**src/rtl/flash_prog_pkg.sv**
```systemverilog
package flash_prog_pkg;

    localparam int UNLOCK_AW = 15;
    localparam logic [UNLOCK_AW-1:0] CMD_ADDR_A = 15'h5555;
    localparam logic [UNLOCK_AW-1:0] CMD_ADDR_B = 15'h2AAA;
    localparam logic [7:0] CMD_KEY_1 = 8'hAA;
    localparam logic [7:0] CMD_KEY_2 = 8'h55;
    localparam logic [7:0] CMD_PROG  = 8'hA0;
    localparam int STATUS_BIT = 6;

    typedef enum logic [1:0] {
        PH_IDLE,
        PH_SETUP,
        PH_STROBE,
        PH_HOLD
    } phase_e;

    typedef enum logic [2:0] {
        CS_IDLE,
        CS_WR_GO,
        CS_WR_WAIT,
        CS_POLL_GO,
        CS_POLL_WAIT,
        CS_CHK_GO,
        CS_CHK_WAIT
    } ctl_e;

    typedef struct packed {
        logic       is_read;
        logic [7:0] wdata;
    } bus_op_t;

    function automatic int max4(input int a, input int b, input int c, input int d);
        int m;
        m = a;
        if (b > m) m = b;
        if (c > m) m = c;
        if (d > m) m = d;
        return m;
    endfunction

    // Command writes 0..2 carry fixed data; index 3 is the payload write.
    function automatic logic [7:0] cmd_data(input logic [1:0] idx);
        case (idx)
            2'd0:    return CMD_KEY_1;
            2'd1:    return CMD_KEY_2;
            default: return CMD_PROG;
        endcase
    endfunction

    function automatic logic [UNLOCK_AW-1:0] cmd_addr(input logic [1:0] idx);
        return (idx == 2'd1) ? CMD_ADDR_B : CMD_ADDR_A;
    endfunction

endpackage

```
**src/rtl/flash_bus_phy.sv**
```systemverilog
module flash_bus_phy
    import flash_prog_pkg::*;
#(
    parameter int ADDR_W     = 18,
    parameter int SETUP_CLKS = 1,
    parameter int WE_CLKS    = 3,
    parameter int RD_CLKS    = 3,
    parameter int HOLD_CLKS  = 1
) (
    input  logic              clk,
    input  logic              rst,
    input  logic              start,
    input  bus_op_t           op,
    input  logic [ADDR_W-1:0] addr,
    output logic              fin,
    output logic [7:0]        rdata,
    output logic [ADDR_W-1:0] bus_addr,
    output logic [7:0]        bus_dout,
    output logic              bus_doe,
    input  logic [7:0]        bus_din,
    output logic              bus_ce_n,
    output logic              bus_oe_n,
    output logic              bus_we_n
);

    localparam int MAXC  = max4(SETUP_CLKS, WE_CLKS, RD_CLKS, HOLD_CLKS);
    localparam int CNT_W = (MAXC < 2) ? 1 : $clog2(MAXC);

    phase_e            ph;
    logic [CNT_W-1:0]  cnt;
    bus_op_t           op_q;
    logic [ADDR_W-1:0] addr_q;
    logic [7:0]        rdata_q;
    logic              last;

    assign last = (cnt == '0);

    always_ff @(posedge clk) begin
        if (rst) begin
            ph      <= PH_IDLE;
            cnt     <= '0;
            op_q    <= '0;
            addr_q  <= '0;
            rdata_q <= '0;
        end else begin
            case (ph)
                PH_IDLE: begin
                    if (start) begin
                        ph     <= PH_SETUP;
                        cnt    <= CNT_W'(SETUP_CLKS - 1);
                        op_q   <= op;
                        addr_q <= addr;
                    end
                end
                PH_SETUP: begin
                    if (last) begin
                        ph  <= PH_STROBE;
                        cnt <= op_q.is_read ? CNT_W'(RD_CLKS - 1) : CNT_W'(WE_CLKS - 1);
                    end else begin
                        cnt <= cnt - 1'b1;
                    end
                end
                PH_STROBE: begin
                    if (last) begin
                        ph  <= PH_HOLD;
                        cnt <= CNT_W'(HOLD_CLKS - 1);
                        if (op_q.is_read) rdata_q <= bus_din;
                    end else begin
                        cnt <= cnt - 1'b1;
                    end
                end
                PH_HOLD: begin
                    if (last) ph <= PH_IDLE;
                    else      cnt <= cnt - 1'b1;
                end
                default: ph <= PH_IDLE;
            endcase
        end
    end

    assign fin      = (ph == PH_HOLD) && last;
    assign rdata    = rdata_q;
    assign bus_addr = addr_q;
    assign bus_dout = op_q.wdata;
    assign bus_ce_n = (ph == PH_IDLE);
    assign bus_doe  = (ph != PH_IDLE) && !op_q.is_read;
    assign bus_we_n = !((ph == PH_STROBE) && !op_q.is_read);
    assign bus_oe_n = !((ph == PH_STROBE) && op_q.is_read);


    strobe_excl_chk: assert property (@(posedge clk) disable iff (rst)
        !(!bus_we_n && !bus_oe_n));


    strobe_ce_chk: assert property (@(posedge clk) disable iff (rst)
        (!bus_we_n || !bus_oe_n) |-> !bus_ce_n);


    drive_oe_chk: assert property (@(posedge clk) disable iff (rst)
        bus_doe |-> bus_oe_n);

endmodule

```
**src/rtl/flash_toggle_mon.sv**
```systemverilog
module flash_toggle_mon #(
    parameter int POLL_LIMIT = 4096
) (
    input  logic clk,
    input  logic rst,
    input  logic clear,
    input  logic sample,
    input  logic bit_in,
    output logic settled,
    output logic expired
);

    localparam int CW = $clog2(POLL_LIMIT + 1);

    logic          seen;
    logic          prev;
    logic [CW-1:0] n_reads;

    assign settled = sample && seen && (bit_in == prev);
    assign expired = sample && !settled && (n_reads == CW'(POLL_LIMIT - 1));

    always_ff @(posedge clk) begin
        if (rst || clear) begin
            seen    <= 1'b0;
            prev    <= 1'b0;
            n_reads <= '0;
        end else if (sample) begin
            seen <= 1'b1;
            prev <= bit_in;
            if (n_reads != CW'(POLL_LIMIT)) n_reads <= n_reads + 1'b1;
        end
    end

endmodule

```
**src/rtl/flash_prog_ctrl.sv**
```systemverilog
module flash_prog_ctrl
    import flash_prog_pkg::*;
#(
    parameter int ADDR_W     = 18,
    parameter int SETUP_CLKS = 1,
    parameter int WE_CLKS    = 3,
    parameter int RD_CLKS    = 3,
    parameter int HOLD_CLKS  = 1,
    parameter int POLL_LIMIT = 4096
) (
    input  logic              clk,
    input  logic              rst,
    input  logic              req_valid,
    output logic              req_ready,
    input  logic [ADDR_W-1:0] req_addr,
    input  logic [7:0]        req_data,
    output logic              done,
    output logic              err_timeout,
    output logic              err_verify,
    output logic [ADDR_W-1:0] fl_addr,
    output logic [7:0]        fl_dq_out,
    output logic              fl_dq_oe,
    input  logic [7:0]        fl_dq_in,
    output logic              fl_ce_n,
    output logic              fl_oe_n,
    output logic              fl_we_n
);

    ctl_e              st;
    logic [1:0]        idx;
    logic [ADDR_W-1:0] addr_q;
    logic [7:0]        data_q;
    logic              done_q, err_t_q, err_v_q;

    logic              phy_start, phy_fin;
    bus_op_t           phy_op;
    logic [ADDR_W-1:0] phy_addr;
    logic [7:0]        phy_rdata;
    logic              poll_settled, poll_expired;

    assign req_ready = (st == CS_IDLE);
    assign phy_start = (st == CS_WR_GO) || (st == CS_POLL_GO) || (st == CS_CHK_GO);

    always_comb begin
        phy_op.is_read = (st != CS_WR_GO);
        phy_op.wdata   = (idx == 2'd3) ? data_q : cmd_data(idx);
        if (st == CS_WR_GO && idx != 2'd3) phy_addr = ADDR_W'(cmd_addr(idx));
        else                               phy_addr = addr_q;
    end

    flash_bus_phy #(
        .ADDR_W(ADDR_W), .SETUP_CLKS(SETUP_CLKS), .WE_CLKS(WE_CLKS),
        .RD_CLKS(RD_CLKS), .HOLD_CLKS(HOLD_CLKS)
    ) u_phy (
        .clk(clk), .rst(rst), .start(phy_start), .op(phy_op), .addr(phy_addr),
        .fin(phy_fin), .rdata(phy_rdata),
        .bus_addr(fl_addr), .bus_dout(fl_dq_out), .bus_doe(fl_dq_oe),
        .bus_din(fl_dq_in), .bus_ce_n(fl_ce_n), .bus_oe_n(fl_oe_n), .bus_we_n(fl_we_n)
    );

    flash_toggle_mon #(.POLL_LIMIT(POLL_LIMIT)) u_mon (
        .clk(clk), .rst(rst),
        .clear(st == CS_IDLE),
        .sample((st == CS_POLL_WAIT) && phy_fin),
        .bit_in(phy_rdata[STATUS_BIT]),
        .settled(poll_settled),
        .expired(poll_expired)
    );

    always_ff @(posedge clk) begin
        if (rst) begin
            st      <= CS_IDLE;
            idx     <= '0;
            addr_q  <= '0;
            data_q  <= '0;
            done_q  <= 1'b0;
            err_t_q <= 1'b0;
            err_v_q <= 1'b0;
        end else begin
            done_q <= 1'b0;
            case (st)
                CS_IDLE: begin
                    if (req_valid) begin
                        addr_q  <= req_addr;
                        data_q  <= req_data;
                        err_t_q <= 1'b0;
                        err_v_q <= 1'b0;
                        idx     <= '0;
                        st      <= CS_WR_GO;
                    end
                end
                CS_WR_GO: st <= CS_WR_WAIT;
                CS_WR_WAIT: begin
                    if (phy_fin) begin
                        if (idx == 2'd3) begin
                            st <= CS_POLL_GO;
                        end else begin
                            idx <= idx + 1'b1;
                            st  <= CS_WR_GO;
                        end
                    end
                end
                CS_POLL_GO: st <= CS_POLL_WAIT;
                CS_POLL_WAIT: begin
                    if (phy_fin) begin
                        if (poll_settled) begin
                            st <= CS_CHK_GO;
                        end else if (poll_expired) begin
                            err_t_q <= 1'b1;
                            done_q  <= 1'b1;
                            st      <= CS_IDLE;
                        end else begin
                            st <= CS_POLL_GO;
                        end
                    end
                end
                CS_CHK_GO: st <= CS_CHK_WAIT;
                CS_CHK_WAIT: begin
                    if (phy_fin) begin
                        err_v_q <= (phy_rdata != data_q);
                        done_q  <= 1'b1;
                        st      <= CS_IDLE;
                    end
                end
                default: st <= CS_IDLE;
            endcase
        end
    end

    assign done        = done_q;
    assign err_timeout = err_t_q;
    assign err_verify  = err_v_q;


    accept_busy_chk: assert property (@(posedge clk) disable iff (rst)
        (req_valid && req_ready) |=> !req_ready);


    done_pulse_chk: assert property (@(posedge clk) disable iff (rst)
        done |=> !done);


    tmo_done_chk: assert property (@(posedge clk) disable iff (rst)
        poll_expired |=> (done && err_timeout && req_ready));


    err_excl_chk: assert property (@(posedge clk) disable iff (rst)
        !(err_timeout && err_verify));

endmodule

```
**config.mk**
```make
export PLATFORM = sky130hd
export DESIGN_NAME = flash_prog_ctrl
export DESIGN_NICKNAME = d
export VERILOG_FILES = /design/src/rtl/flash_prog_pkg.sv /design/src/rtl/flash_bus_phy.sv /design/src/rtl/flash_toggle_mon.sv /design/src/rtl/flash_prog_ctrl.sv
export SDC_FILE = /design/constraint.sdc
export NUM_CORES = 1
export LEC_CHECK = 0
export BUFFER_PORTS_ARGS = -buffer_cell sky130_fd_sc_hd__buf_2
export CAP_MARGIN = 20
export CORE_MARGIN = 3
export CORE_UTILIZATION = 55
export CTS_CLUSTER_SIZE = 12
export DETAILED_ROUTE_END_ITERATION = 12
export GPL_ROUTABILITY_DRIVEN = 1
export GPL_TIMING_DRIVEN = 0
export PLACE_DENSITY = 0.79
export SLEW_MARGIN = 15
export SYNTH_ARGS = -nofsm -noshare
export SYNTH_HDL_FRONTEND = slang
export SYNTH_SLANG_ARGS = --single-unit
```
**constraint.sdc**
```tcl
create_clock -name clk -period 2.6 [get_ports clk]
set_input_delay 0.39 -clock clk [delete_from_list [all_inputs] [get_ports clk]]
set_output_delay 0.39 -clock clk [all_outputs]
set_load 0.005 [all_outputs]
```
==> impl_metrics.toml <==
[status]
status = "completed"

[clocking]
path_clk_slew_ns = 0.09
cts_setup_buffers = 0
clockRootBuffer = "clkbuf_8"
post_cts_resized = 0
cts_htree_levels = 3
cts_buffer_depth = 2
cts_tree = "done"
clock_latency_ns = 0.36
postCtsHoldBufs = 0
cts.sinks = 88
cts_made_buffers = 9

[worst_setup_path]
worst_setup_path_start_kind = "flop"
worstPathMaxFanout = 10
required_ns = 2.88
r2r-start = "idx[0]$_SDFFE_PP0P_"
r2r_setup_slack_ns = 0.36
worst_setup_path_end_kind = "flop"
r2r-end = "u_phy.bus_addr[11]$_SDFFE_PP0P_"
path_class = "flop to flop"
r2r_cells = 7
cp.arrival_ns = 2.52

[synthesis]
synthMuxAreaShare_pct = 3.33
syn-num-nets = 520
synthAdderAreaFrac_pct = 4.16
avgSynthCellArea_sq_um = 8.32
synth_compound_area_share_pct = 15.5
yosysSeqAreaShare_pct = 45.1
synth_top_family_by_area = "simple AND/OR/NAND/NOR gates"
synth_seq_cells = 88
synth_area_sq_um = 3910
ys_warn_count = 0
yosysTopAreaCell = "dfxtp_1"
synthSimpleGateAreaFrac_pct = 22.9
synthDistinctLibCells = 45
synthXorXnorAreaFrac_pct = 3.59
synth.area.top_cells = "dfxtp_1, nand2_1, a21oi_1"
yosysTopAreaCellShare_pct = 45.1
netlist_instances = 470

[global_route]
antenna_found_initial = 0
grt_overflow = 0
grt_max_degree = 16
grt_pass1_wl_microns = 15700
grt_use_total_pct = 23.4
grt_pass1_vias = 3367

[timing]
post-route-min-period_ns = 2.24
worst_slew_pin_slew_ns = 0.962
slew_headroom_pct = 35.4
setup_viol = 0
fmax_mhz = 446
finalSetupTns_ns = 0
rsz0062_at_grt = "false"
hold_viol_final = 0
fin_ws_ns = 0.357
slew_violations = 0
finClkSkew_ns = 0.0139
timing.final.crit_share_pct = 86.3

[pwr]
powerDensity_nw_per_um2 = 928
finalPower_mw = 4.27
p_leak_nw = 1.89
peakVddDrop_uv = 423

[drt]
num_vias = 3578
antenna_left = 0
avgViaCountPerCell = 5.50
finalWirelength_microns = 9530
drtIter0Drc = 230
wl_per_cell_microns = 14.6
first_pass_iters = 5
drcViolationCount = 0

[final_layout]
fill_cells = 573
final_cell_mix = "dfxtp_1, nand2_1, buf_2"
diodes = 0
syn2layout_area_growth_pct = 17.7
nets = 601
drive_gt1_share_pct = 17.7
layout_commonest_cell = "dfxtp_1"

[floorplanning]
core_region_area_sq_um = 6830
die_w_microns = 90.3
start_util_pct = 57.2
dieArea_sq_um = 8150
die_h_microns = 90.3
io_pins = 71
num_rows = 30

[placed_design]
dp_hpwl_microns = 7000
dp_slack_ns = 0.362
finalWeightedCongestion = 0.884
portBuffers = 70

[hold_path]
whs_endpoint = "addr_q[2]$_SDFFE_PP0P_"
hold_class = "input port to flop"
min-delay-start = "req_addr[2]"
hold_depth = 3

[flow_run]
drv_cap = 0
## synth_stat cells
master     n
a22oi_1    6
or3_1      3
or4_1      4
nand2b_1   2
xnor2_1    8
o22ai_1    1
dfxtp_1   88
and2_0     2
o31a_1     1
nor4_1     6
a222oi_1   1
a21boi_0   1
ha_1      13
a21oi_1   44
buf_2      1
xor2_1     8
nand3_1    7
inv_1     16
o211ai_1   2
mux2i_1   13
nor3b_1    2
clkbuf_1  23
nor2_1    49
a32o_1     1
and3_1     2
a311oi_1   6
and2_1     5
or3_4      1
nor3_1    12
nand4_1    5
a41o_1     2
buf_4      8
nand3b_1   1
and4_1     2
or3b_1     1
a221oi_1   1
o31ai_1    3
a211oi_1  12
nor4b_1    3
nand4b_1   2
nor2b_1    1
nand2_1   82
o211a_1    1
or2_2      2
o21ai_0   16
## stage by stage
step | util [%] | cell area [sq um] | std cells | hold slack [ns]
global route | 67.4 | 4600 | 651 | 0.261
floorplan | - | 3910 | 470 | 0.432
CTS | 67.4 | 4600 | 651 | 0.251
finish | 67.4 | 4600 | 651 | 0.253
detailed placement | 64.2 | 4390 | 636 | 0.445
global placement | 64.1 | 4380 | 636 | 0.438
## how the worst max path moves through the flow
| stage | start | endpoint | slack [ns] | depth (start not counted) |
|---|---|---|---|---|
| final | idx[0]$_SDFFE_PP0P_ | u_phy.bus_addr[11]$_SDFFE_PP0P_ | 0.36 | 7 |
| after global routing | idx[0]$_SDFFE_PP0P_ | u_phy.bus_addr[3]$_SDFFE_PP0P_ | 0.15 | 7 |
| after CTS | idx[0]$_SDFFE_PP0P_ | u_phy.bus_addr[9]$_SDFFE_PP0P_ | 0.33 | 7 |
| after detailed placement | idx[0]$_SDFFE_PP0P_ | u_phy.bus_addr[11]$_SDFFE_PP0P_ | 0.36 | 7 |
| after global placement | idx[0]$_SDFFE_PP0P_ | u_phy.bus_addr[9]$_SDFFE_PP0P_ | -0.15 | 7 |
| after floorplan | idx[0]$_SDFFE_PP0P_ | u_phy.bus_addr[1]$_SDFFE_PP0P_ | 0.50 | 7 |
## sequential cells by signal (all words and copies together), names as in the netlist, 2 cells and up
signal and cells:
u_phy.rdata 8, idx 2, u_phy.cnt 2, addr_q 18, u_phy.bus_addr 18, data_q 8
u_mon.n_reads 13, u_phy.ph 2, u_phy.bus_dout 8, st 3
## logic make-up after synthesis
| logic type | Yosys count |
|---|---|
| AO/OA/AOI/OAI | 98 |
| AND/OR/NAND/NOR | 194 |
| multiplexers | 13 |
| buffers and inverters | 48 |
| flip-flops | 88 |
| XOR/XNOR | 16 |
| adder cells (fa/ha/maj) | 13 |
## worst max-delay path, cell delays in order, from the launching register on
cell and delay, ns:
dfxtp_1 0.36, ha_1 0.20, buf_2 0.19, nor4b_2 0.66
and2_0 0.21, clkbuf_1 0.27, a211oi_1 0.09, nor3_1 0.20
## per-layer routing
| layer | track usage [%] | wire length [microns] | up-vias |
|---|---|---|---|
| met5 | 0 | 0 | - |
| met4 | 8.55 | 135 | 0 |
| met3 | 3.83 | 623 | 13 |
| met2 | 39.0 | 4530 | 121 |
| met1 | 30.8 | 4230 | 1658 |
| li1 | - | - | 1786 |
## where the power goes
group / total (mW) / switching (mW) / internal [mW]
sequential: 1.79 / 0.186 / 1.60
combinational: 1.45 / 0.858 / 0.588
clock: 1.04 / 0.495 / 0.541
## area by class of cell
cell class	count	area [sq um]	share of cell area (%)
Buffer	32	151	3.29
Multi-Input combinational cell	334	1940	42.2
Inverter	16	60.1	1.31
Clock buffer	9	124	2.69
Sequential cell	88	1760	38.3
Tap cell	96	120	2.61
Timing Repair Buffer	70	350	7.61
Clock inverter	6	92.6	2.01
(Power assumes the default switching activity.)
